==> config.mk <==
export PLATFORM = sky130hd
export DESIGN_NAME = fwd_decide
export DESIGN_NICKNAME = d
export VERILOG_FILES = /design/src/rtl/fwd_pkg.sv /design/src/rtl/fwd_port_decode.sv /design/src/rtl/fwd_pick.sv /design/src/rtl/fwd_decide.sv
export SDC_FILE = /design/constraint.sdc
export NUM_CORES = 1
export LEC_CHECK = 0
export ABC_CLOCK_PERIOD_IN_PS = 2880
export BUFFER_PORTS_ARGS = -buffer_cell sky130_fd_sc_hd__buf_2
export CORE_UTILIZATION = 30
export CTS_BUF_LIST = sky130_fd_sc_hd__clkbuf_2 sky130_fd_sc_hd__clkbuf_4 sky130_fd_sc_hd__clkbuf_8
export DETAILED_ROUTE_END_ITERATION = 7
export GPL_ROUTABILITY_DRIVEN = 0
export HOLD_SLACK_MARGIN = 0.05
export PLACE_DENSITY = 0.68
export SETUP_SLACK_MARGIN = 0.5
export SLEW_MARGIN = 30
export SYNTH_ARGS = -nofsm -noshare
export SYNTH_HDL_FRONTEND = slang
export SYNTH_SLANG_ARGS = --single-unit
export TNS_END_PERCENT = 100
==> constraint.sdc <==
create_clock -name clk -period 2.88 [get_ports clk]
set_input_delay 0.576 -clock clk [delete_from_list [all_inputs] [get_ports clk]]
set_output_delay 0.576 -clock clk [all_outputs]
set_load 0.02 [all_outputs]
==> src/rtl/fwd_pkg.sv <==
package fwd_pkg;

    localparam int NUM_PORTS = 5;
    localparam int PIDX_W    = 3;
    localparam int FID_W     = 7;

    typedef enum logic [1:0] {
        PICK_STATIC  = 2'd0,
        PICK_DYNAMIC = 2'd1,
        PICK_FLOOD   = 2'd2
    } fwd_pick_e;

    function automatic logic fid_accept(input logic use_fid,
                                        input logic [FID_W-1:0] entry_fid,
                                        input logic [FID_W-1:0] frame_fid);
        return !use_fid || (entry_fid == frame_fid);
    endfunction

endpackage

==> src/rtl/fwd_port_decode.sv <==
module fwd_port_decode #(
    parameter int NUM_PORTS = fwd_pkg::NUM_PORTS,
    parameter int PIDX_W    = fwd_pkg::PIDX_W
) (
    input  logic [PIDX_W-1:0]    idx,
    output logic [NUM_PORTS-1:0] onehot
);
    for (genvar i = 0; i < NUM_PORTS; i++) begin : g_bit
        assign onehot[i] = (32'(idx) == i);
    end
endmodule

==> src/rtl/fwd_pick.sv <==
module fwd_pick
    import fwd_pkg::*;
#(
    parameter int NUM_PORTS = fwd_pkg::NUM_PORTS,
    parameter int PIDX_W    = fwd_pkg::PIDX_W,
    parameter int FID_W     = fwd_pkg::FID_W
) (
    input  logic                 st_hit,
    input  logic                 st_use_fid,
    input  logic [FID_W-1:0]     st_fid,
    input  logic [FID_W-1:0]     frame_fid,
    input  logic [NUM_PORTS-1:0] st_ports,
    input  logic                 dy_hit,
    input  logic [PIDX_W-1:0]    dy_port,
    input  logic [NUM_PORTS-1:0] vlan_members,
    output fwd_pick_e            pick,
    output logic [NUM_PORTS-1:0] pick_mask
);
    logic                 st_usable;
    logic [NUM_PORTS-1:0] dy_mask;

    assign st_usable = st_hit && fid_accept(st_use_fid, st_fid, frame_fid);

    fwd_port_decode #(.NUM_PORTS(NUM_PORTS), .PIDX_W(PIDX_W)) u_dy_dec (
        .idx    (dy_port),
        .onehot (dy_mask)
    );

    always_comb begin
        if (st_usable)   pick = PICK_STATIC;
        else if (dy_hit) pick = PICK_DYNAMIC;
        else             pick = PICK_FLOOD;
    end

    always_comb begin
        unique case (pick)
            PICK_STATIC:  pick_mask = st_ports;
            PICK_DYNAMIC: pick_mask = dy_mask;
            default:      pick_mask = vlan_members;
        endcase
    end
endmodule

==> src/rtl/fwd_decide.sv <==
module fwd_decide
    import fwd_pkg::*;
#(
    parameter int NUM_PORTS = fwd_pkg::NUM_PORTS,
    parameter int PIDX_W    = fwd_pkg::PIDX_W,
    parameter int FID_W     = fwd_pkg::FID_W
) (
    input  logic                 clk,
    input  logic                 rst,
    input  logic                 req_valid,
    input  logic [PIDX_W-1:0]    src_port,
    input  logic                 err_frame,
    input  logic                 pause_frame,
    input  logic [FID_W-1:0]     frame_fid,
    input  logic                 st_hit,
    input  logic                 st_use_fid,
    input  logic [FID_W-1:0]     st_fid,
    input  logic [NUM_PORTS-1:0] st_ports,
    input  logic                 dy_hit,
    input  logic [PIDX_W-1:0]    dy_port,
    input  logic [NUM_PORTS-1:0] vlan_members,
    output logic                 fwd_valid,
    output logic [NUM_PORTS-1:0] fwd_mask
);
    fwd_pick_e            pick;
    logic [NUM_PORTS-1:0] pick_mask;
    logic [NUM_PORTS-1:0] src_bit;
    logic                 drop;

    fwd_pick #(.NUM_PORTS(NUM_PORTS), .PIDX_W(PIDX_W), .FID_W(FID_W)) u_pick (
        .st_hit       (st_hit),
        .st_use_fid   (st_use_fid),
        .st_fid       (st_fid),
        .frame_fid    (frame_fid),
        .st_ports     (st_ports),
        .dy_hit       (dy_hit),
        .dy_port      (dy_port),
        .vlan_members (vlan_members),
        .pick         (pick),
        .pick_mask    (pick_mask)
    );

    fwd_port_decode #(.NUM_PORTS(NUM_PORTS), .PIDX_W(PIDX_W)) u_src_dec (
        .idx    (src_port),
        .onehot (src_bit)
    );

    assign drop = err_frame || pause_frame;

    always_ff @(posedge clk) begin
        if (rst) begin
            fwd_valid <= 1'b0;
            fwd_mask  <= '0;
        end else begin
            fwd_valid <= req_valid;
            if (req_valid) begin
                fwd_mask <= drop ? '0 : (pick_mask & ~src_bit);
            end
        end
    end
endmodule

**Yosys cells after proc, flatten, opt, wreduce, memory -nomap -nowiden**

Index checks and enable logic that the tools add are counted.
W data, S select, Z words.

- Register bits after elaboration: 6
- Input bits: 38
- Logic and storage cells: 25

- Equal/unequal tests: 10
- Multiplexer cells: 4
- Bitwise gates (word level): 2
- Reduce and logical (&&, ||, !) cells: 7

Operator list:

| operator | number |
|---|---|
| $eq A3 B2 Y1 const B | 4 |
| $pmux W5 S2 | 1 |
| $eq A7 B7 Y1 | 1 |
| $eq A3 B1 Y1 const B | 2 |
| $eq A3 B3 Y1 const B | 2 |
| $logic_not A3 Y1 | 2 |
| $and A5 B5 Y5 | 1 |
| $mux W5 | 1 |
| $not A5 Y5 | 1 |
| $mux W2 | 2 |
| $eq A2 B1 Y1 const B | 1 |
| $logic_not A2 Y1 | 1 |
| $logic_or A1 B1 Y1 | 2 |
| $logic_and A1 B1 Y1 | 1 |
| $logic_not A1 Y1 | 1 |

**Logic depth before layout (Yosys ltp)**

Gate-level depths: netlist of run 1.

- Word-level depth: 8
- Gate-level depth with buffers: 5
- Mapped depth without buffers: 5

**Modules after synthesis**

Synthesis of run 1 repeated with hierarchy kept, for this count alone.

- Cells, all modules: 54
- Area, all modules: 531.8 µm²

By module, submodules not included:

| module | instances | cells each | area an instance (µm²) | seq. area each (µm²) |
|---|---|---|---|---|
| fwd_decide | 1 | 19 | 231.5 | 120.1 |
| fwd_pick | 1 | 25 | 225.2 | 0.0 |
| fwd_port_decode | 2 | 5 | 37.5 | 0.0 |

**Worst setup path after synthesis of run 1**

Ideal clock, no wire load.

- Path kind: in2reg
- Start: input frame_fid[6]
- End: register fwd_mask[0]
- Library setup time: 122 ps
- Data arrival time: 1359 ps
- Required time: 2758 ps
- Setup slack: 1399 ps
- Cell stages on the path: 5
- Buffers on the path: 0
- Cells stage by stage: xnor2_1 nand4_1 o22ai_4 mux2i_1 o21ai_1

- Longest elaborated chain between the ends: 8
- Elaborated cells on any way between the ends: 9

Ends and longest elaborated chain:

| what | line | text |
|---|---|---|
| start, declared | fwd_decide.sv:14 | `input logic [FID_W-1:0] frame_fid,` |
| $eq A7 B7 Y1 * | fwd_pkg.sv:16 | `return !use_fid \|\| (entry_fid == frame_fid);` |
| $logic_or A1 B1 Y1 * | fwd_pkg.sv:16 |  |
| $logic_and A1 B1 Y1 * | fwd_pick.sv:22 | `assign st_usable = st_hit && fid_accept(st_use_fid, st_fid, frame_fid);` |
| $mux W2 * | fwd_pick.sv:30 | `if (st_usable) pick = PICK_STATIC;` |
| $eq A2 B1 Y1 / $logic_not A2 Y1 (equally long branches) | fwd_pick.sv:36 | `unique case (pick)` |
| $pmux W5 S2 * | fwd_pick.sv:36 |  |
| $and A5 B5 Y5 * | fwd_decide.sv:57 | `fwd_mask <= drop ? '0 : (pick_mask & ~src_bit);` |
| $mux W5 * | fwd_decide.sv:57 |  |
| end signal, assigned | fwd_decide.sv:57 |  |
| end, declared | fwd_decide.sv:23 | `output logic [NUM_PORTS-1:0] fwd_mask` |

Mark *: on every way between the ends. The rest lies on a longest branch, timed or not.
A chain may end at the register's enable or synchronous reset.

**Final worst setup path of run 1**

- Start: input frame_fid[5]
- End: register fwd_mask[2]

Same word-level chain as after synthesis.

==> results of run 1 <==
-- power by group through the flow --
stage	Combinational [mW]	Sequential (mW)	Clock, mW
6_report	0.0704	0.0864	0.0736
5_1_grt	0.0783	0.0865	0.0830
4_1_cts	0.0716	0.0864	0.0757
3_5_place_dp	0.0714	0.0878	0
3_3_place_gp	0.0697	0.0878	0
2_1_floorplan	0.0324	0.0906	0
-- sequential cells by signal (all words and copies together) (netlist names) --
signal,count
fwd_mask,5
fwd_valid,1
-- placed cells by master (no fill, tap or decap) --
master    count
mux2i_1       5
inv_1         6
dfxtp_1       6
buf_2        43
nand4_1       2
nor2b_4       1
o21ai_1       5
o32ai_1       3
xnor2_1       7
nor3_1        2
nor3b_1       1
o31ai_1       2
nor2_1        2
nand2_1       9
clkbuf_4      3
o22ai_4       1
nand2b_1      1
o21ai_0       2
mux2_2        2
-- worst paths after layout --
check        depth (start not counted)          end  slack, ns    startpoint
min                                  2  fwd_mask[4]       0.45   fwd_mask[4]
max                                  6  fwd_mask[2]       1.42  frame_fid[5]
min reg2reg                          2  fwd_mask[4]       0.45   fwd_mask[4]
max reg2reg                          2  fwd_mask[0]       2.35   fwd_mask[0]
-- cell type report --
cell class,instances,area share
Timing Repair Buffer,43,0.299
Multi-Input combinational cell,45,0.446
Inverter,6,0.0313
Clock buffer,3,0.0313
Tap cell,15,0.0260
Sequential cell,6,0.167
-- metal layers --
| metal | global-route usage | vias to the layer above | routed length [um] |
|---|---|---|---|
| met3 | 0.0304 | 0 | 92 |
| met1 | 0.165 | 224 | 454 |
| met2 | 0.247 | 24 | 552 |
| met5 | 0 | - | 0 |
| li1 | - | 294 | - |
| met4 | 0.0645 | 0 | 0 |
-- cell families (layout without fill, tap and decap cells) --
group                  after synthesis  in the layout  share of synthesized area
AO/OA/AOI/OAI                       13             13                      0.206
AND/OR/NAND/NOR                     18             18                      0.195
multiplexers                         7              7                      0.155
buffers and inverters                7             52                     0.0561
flip-flops                           6              6                      0.257
XOR/XNOR                             7              7                      0.131
-- worst max-delay path, stage by stage --
cell and delay [ns]:
buf_2 0.10, xnor2_1 0.16, nand4_1 0.17, o22ai_4 0.26, mux2i_1 0.24, o21ai_1 0.07
==> flow_summary.toml, run 1 <==
[synthesis]
synth_top_area_share = 0.257
synth_top_cells_by_area = "dfxtp_1 (26%), xnor2_1 (13%), mux2i_1 (11%)"
syn_nets = 96
syn_area_um2 = 468
syn_inst = 58
synth_warnings = 0
synth_edf_count = 0
avgSynthCellArea_um2 = 8.07
synth_common_cells = "nand2_1 (9), xnor2_1 (7), dfxtp_1 (6), inv_1 (6)"
synth-async-reset-ratio = 0
ys_ff_latch = 6
ys_types = 18
yosys.area.top_type = "dfxtp_1"
synth_seq_area_share = 0.257
synth_flop_cell = "dfxtp_1"
yosysMostFrequentCell = "nand2_1"

[clock_tree]
clock_latency_ns = 0.24
clk_path_buf_depth = 2
clk_pin_slew_ns = 0.05
cts-htree-levels = 1
cts_sinks = 6
cts-root-buf = "clkbuf_4"
cts_tree = "yes"
postCtsSetupBuffers = 0
cts_hold_buf = 0
cts_inserted_buffers = 3
cts_resized = 0

[pwr]
switching_share = 0.256
p_sw_uw = 59.0
pwr-share-seq = 0.375
pwr_density_cell_nw_per_um2 = 320
ir_worst_vdd_v = 0.000154
p_int_uw = 171
leakagePower_nw = 0.357
p_total_uw = 230
clkPwrFrac = 0.319
share_comb_of_total_power = 0.306

[critical_path]
crit_path_end_kind = "flop"
crit_type = "in -> reg"
start_kind = "primary input"
cp.arrival_ns = 1.58
required_ns = 2.99
worst-path-max-fanout = 5

[layout]
drive_gt1_frac = 0.485
area_growth_pct = 54.0
final_cells = 118
nets = 143
area.sequential_um2 = 120
num_antenna_cells = 0
multi_input_area_um2 = 322
final_area_um2 = 721
final.fill_count = 136
final_util = 0.521

[sta]
layout_worst_path_cycle_share = 0.509
fin_setup_tns_ns = 0
slew_headroom = 0.720
slew_violations = 0
period_minus_slack_ns = 1.46
whs_ns = 0.445
setup_violations = 0
grt_setup_unrepaired = "no"
fmax_ghz = 0.683
skew_ns = 0
fin_ws_ns = 1.42
tightest_slew_ns = 0.419
finalHoldViolCount = 0

[die]
ios = 44
fp.dieW_um = 41.5
initial_utilization = 0.338
dieHeight_um = 41.5
core-area_um2 = 1380
num_rows = 13
dieArea_um2 = 1720

[detailed_routing]
via_count = 542
drc = 0
drt-vias-per-instance = 4.59
dr.pass1.iters = 4
postRouteAntennaNets = 0
routed_wl_um = 1100
drtIter0Drc = 12
wl_per_cell_um = 9.31

[global_route]
overflow = 0
antenna_found_initial = 0
grt_pass1_wl_um = 1950
grt_pass1_vias = 530
grt_max_degree = 8
track_usage = 0.142

[min_path]
hold_path.class = "reg -> reg"

[placed_design]
dp.cells = 115
post_dp_cell_area_um2 = 698
hpwl_um = 999
preCtsSetupSlack_ns = 1.15
io_buffer_count = 43

[run]
maxCapViolations = 0

[status]
status = "complete, no violations"
Note: power is estimated with default switching activity, not from simulation.
==> inputs of run 2 (changes only) <==
--- a/config.mk
+++ b/config.mk
@@ -5,7 +5,7 @@
 export SDC_FILE = /design/constraint.sdc
 export NUM_CORES = 1
 export LEC_CHECK = 0
-export ABC_CLOCK_PERIOD_IN_PS = 2880
+export ABC_CLOCK_PERIOD_IN_PS = 1550
 export BUFFER_PORTS_ARGS = -buffer_cell sky130_fd_sc_hd__buf_2
 export CORE_UTILIZATION = 30
 export CTS_BUF_LIST = sky130_fd_sc_hd__clkbuf_2 sky130_fd_sc_hd__clkbuf_4 sky130_fd_sc_hd__clkbuf_8
==> constraint.sdc (replaced) <==
create_clock -name clk -period 1.55 [get_ports clk]
set_input_delay 0.31 -clock clk [delete_from_list [all_inputs] [get_ports clk]]
set_output_delay 0.31 -clock clk [all_outputs]
set_load 0.02 [all_outputs]
==> flow_summary.toml, run 2 (synthesis gave the netlist of run 1 again) <==
[die]
fp.dieW_um = 41.5
num_rows = 13
core-area_um2 = 1380
dieHeight_um = 41.5
ios = 44
initial_utilization = 0.338
dieArea_um2 = 1720

[clock_tree]
cts_tree = "yes"
cts_sinks = 6
cts-htree-levels = 1
clk_pin_slew_ns = 0.04
cts_hold_buf = 0
postCtsSetupBuffers = 0
clock_latency_ns = 0.25
cts_inserted_buffers = 3
clk_path_buf_depth = 2
cts-root-buf = "clkbuf_4"

[detailed_routing]
dr.pass1.iters = 4
via_count = 584
drc = 0
drt-vias-per-instance = 4.91
wl_per_cell_um = 10.9
postRouteAntennaNets = 0
drtIter0Drc = 5
routed_wl_um = 1300

[critical_path]
reg2reg_to = "fwd_mask[0]"
required_ns = 1.68
crit_path_end_kind = "flop"
cp.arrival_ns = 1.31
worst-path-max-fanout = 5
r2r_start = "fwd_mask[0]"
reg2regPathDepth = 2
crit_type = "in -> reg"
start_kind = "primary input"
regToRegSetupSlack_ns = 1.00

[global_route]
grt_max_degree = 8
grt_pass1_vias = 590
track_usage = 0.168
overflow = 0
antenna_found_initial = 0
grt_pass1_wl_um = 2180

[pwr]
p_total_uw = 471
pwr_density_cell_nw_per_um2 = 548
ir_worst_vdd_v = 0.000361
leakagePower_nw = 0.418

[placed_design]
post_dp_cell_area_um2 = 721
io_buffer_count = 43
preCtsSetupSlack_ns = 0.117
hpwl_um = 991

[layout]
largest_reg_flops = 5
final.fill_count = 125
final_area_um2 = 858
area.sequential_um2 = 124
mostFrequentLayoutCell = "buf_2"
nets = 144
num_antenna_cells = 0
multi_input_area_um2 = 367
regMostFlops = "fwd_mask"
layout_common_cells = "buf_2 (30), buf_6 (13), nand2_1 (9), inv_1 (6), xnor2_2 (6)"
area_growth_pct = 83.4
drive_gt1_frac = 0.577
largestRegisters = "fwd_mask (5), fwd_valid (1)"

[sta]
period_minus_slack_ns = 1.18
fmax_ghz = 0.848
tightest_slew_ns = 0.314
slew_headroom = 0.790
grt_setup_unrepaired = "yes"
slew_violations = 0
fin_ws_ns = 0.370
layout_worst_path_cycle_share = 0.761
setup_violations = 0
fin_setup_tns_ns = 0
finalHoldViolCount = 0
skew_ns = 0

[min_path]
hp-start = "rst"
hold_path.class = "in -> reg"
min_to = "fwd_valid"
hold_path_depth = 2

[status]
status = "complete, no violations"

[run]
maxCapViolations = 0
[run 2: cell count changes in the layout (fill, tap and decap cells not counted)]
cell and delta:
xnor2_2 +6, dfxtp_2 +3, xnor2_1 -6, buf_6 +13, buf_4 +1, dfxtp_1 -3, buf_2 -13
[run 2: layout make-up]
class / count / share of cell area
Clock buffer: 3 / 0.0262
Inverter: 6 / 0.0262
Tap cell: 15 / 0.0219
Multi-Input combinational cell: 45 / 0.427
Sequential cell: 6 / 0.144
Timing Repair Buffer: 44 / 0.354
[run 2: how the worst max path moves through the flow]
stage / from / to / slack, ns / cells after the start
finish: frame_fid[1] / fwd_mask[0] / 0.37 / 6
global route: frame_fid[1] / fwd_mask[0] / 0.27 / 6
CTS: st_fid[6] / fwd_mask[2] / 0.39 / 6
detailed placement: frame_fid[2] / fwd_mask[0] / 0.12 / 6
global placement: frame_fid[4] / fwd_mask[2] / 0.14 / 6
floorplan: frame_fid[4] / fwd_mask[0] / 0.34 / 5
[run 2: report_power, final]
group	switching (mW)	leakage (nW)	internal, mW
combinational	0.0659	0.353	0.0982
clock	0.0574	0.0138	0.0876
sequential	0.00211	0.0502	0.159
[run 2: repair_timing]
action,CTS,global route
pin swaps,8,6
endpoints found under the setup margin,8,10
resized for setup,12,13
[run 2: critical path: stages]
cell	delay, ns
buf_2	0.10
xnor2_1	0.15
nand4_1	0.15
o22ai_4	0.27
mux2i_1	0.24
o21ai_1	0.09
[run 2: metal layers]
layer | GRT usage | vias up | wire, um
met5 | 0 | - | 0
met1 | 0.152 | 259 | 493
met4 | 0.0968 | 0 | 4
met2 | 0.309 | 26 | 697
met3 | 0.0696 | 2 | 104
li1 | - | 297 | -
[run 2: through the flow]
| step | hold WS [ns] | util | std cells |
|---|---|---|---|
| final | 0.257 | 0.621 | 119 |
| after global placement | 0.438 | 0.521 | 116 |
| after floorplan | 0.377 | - | 58 |
| after global routing | 0.250 | 0.621 | 119 |
| after CTS | 0.251 | 0.587 | 119 |
| after detailed placement | 0.441 | 0.521 | 116 |
==> inputs of run 3 (changes only) <==
--- a/config.mk
+++ b/config.mk
@@ -5,7 +5,7 @@
 export SDC_FILE = /design/constraint.sdc
 export NUM_CORES = 1
 export LEC_CHECK = 0
-export ABC_CLOCK_PERIOD_IN_PS = 1550
+export ABC_CLOCK_PERIOD_IN_PS = 1160
 export BUFFER_PORTS_ARGS = -buffer_cell sky130_fd_sc_hd__buf_2
 export CORE_UTILIZATION = 30
 export CTS_BUF_LIST = sky130_fd_sc_hd__clkbuf_2 sky130_fd_sc_hd__clkbuf_4 sky130_fd_sc_hd__clkbuf_8
==> constraint.sdc (replaced) <==
create_clock -name clk -period 1.16 [get_ports clk]
set_input_delay 0.232 -clock clk [delete_from_list [all_inputs] [get_ports clk]]
set_output_delay 0.232 -clock clk [all_outputs]
set_load 0.02 [all_outputs]
==> flow_summary.toml, run 3 (synthesis gave the netlist of run 1 again) <==
[status]
status = "complete, no violations"

[detailed_routing]
drt-vias-per-instance = 4.78
drtIter0Drc = 10
dr.pass1.iters = 6
wl_per_cell_um = 10.9
postRouteAntennaNets = 0
via_count = 573
routed_wl_um = 1300
drc = 0

[layout]
regMostFlops = "fwd_mask"
drive_gt1_frac = 0.610
final.fill_count = 136
largest_reg_flops = 5
area_growth_pct = 85.8
multi_input_area_um2 = 367
area.sequential_um2 = 128
layout_common_cells = "buf_2 (30), buf_6 (13), nand2_1 (9)"
nets = 145
mostFrequentLayoutCell = "buf_2"
final_area_um2 = 870
num_antenna_cells = 0
largestRegisters = "fwd_mask (5), fwd_valid (1)"

[clock_tree]
cts-root-buf = "clkbuf_4"
cts_tree = "yes"
cts_sinks = 6
clock_latency_ns = 0.24
cts-htree-levels = 1
cts_inserted_buffers = 3
cts_hold_buf = 0
clk_path_buf_depth = 2
clk_pin_slew_ns = 0.04

[die]
num_rows = 13
initial_utilization = 0.338
ios = 44
fp.dieW_um = 41.5
dieArea_um2 = 1720
dieHeight_um = 41.5
core-area_um2 = 1380

[sta]
setup_violations = 0
slew_headroom = 0.774
fmax_ghz = 0.912
whs_ns = 0.176
period_minus_slack_ns = 1.10
tightest_slew_ns = 0.337
fin_ws_ns = 0.0629
grt_setup_unrepaired = "yes"
slew_violations = 0
finalHoldViolCount = 0
layout_worst_path_cycle_share = 0.946
skew_ns = 0

[global_route]
grt_pass1_wl_um = 2150
antenna_found_initial = 0
grt_pass1_vias = 566
overflow = 0
track_usage = 0.166
grt_max_degree = 8

[critical_path]
crit_path_end_kind = "flop"
worst-path-max-fanout = 5
required_ns = 1.29
cp.arrival_ns = 1.23
start_kind = "primary input"
crit_type = "in -> reg"

[pwr]
ir_worst_vdd_v = 0.000490
p_total_uw = 627
pwr_density_cell_nw_per_um2 = 721
leakagePower_nw = 0.423

[placed_design]
io_buffer_count = 43
post_dp_cell_area_um2 = 721
preCtsSetupSlack_ns = -0.203
hpwl_um = 983

[run]
maxCapViolations = 0

[min_path]
hold_path.class = "in -> reg"
run 3: changes by cell type in the layout (fill, tap and decap cells not counted), sizes merged:
cell  before  now
buf       44   45
run 3: per-stage QoR:
stage	util	setup TNS (ns)	cells
detailed placement	0.521	-0.889	116
floorplan	-	0	58
finish	0.629	0	120
global placement	0.521	-0.736	116
CTS	0.614	0	119
global route	0.629	-0.0252	120
run 3: critical path: stages:
cell	delay, ns
buf_6	0.10
xnor2_2	0.14
nand4_1	0.16
o22ai_4	0.26
mux2i_1	0.25
o21ai_1	0.08
run 3: cell type report:
class	instances	share of cell area
well taps	15	0.0216
clock buffers	3	0.0259
multi-input cells	45	0.422
inverters	6	0.0259
flip-flops and latches	6	0.147
repair buffers	45	0.358
run 3: what timing repair did:
item | CTS | global route
buffers inserted | 0 | 1
endpoints found under the setup margin | 11 | 11
resized for setup | 26 | 3
pin swaps | 8 | 3
run 3: where the power goes:
group	internal, mW	switching [mW]	total [mW]	leakage (nW)
sequential	0.214	0.00325	0.217	0.0515
clock	0.117	0.0727	0.190	0.0138
combinational	0.132	0.0888	0.221	0.358
run 3: layer usage:
layer | vias up | wire, um | track usage
li1 | 298 | - | -
met1 | 248 | 512 | 0.152
met2 | 25 | 689 | 0.313
met3 | 2 | 81 | 0.0522
met4 | 0 | 19 | 0.0968
met5 | - | 0 | 0
run 3: path summary, 6_finish.rpt:
path	start	depth (start not counted)	slack, ns	endpoint
setup reg to reg	fwd_mask[1]	3	0.51	fwd_mask[1]
setup / recovery	st_fid[3]	6	0.06	fwd_mask[2]
hold reg to reg	fwd_mask[2]	2	0.45	fwd_mask[2]
hold / removal	rst	2	0.18	fwd_valid
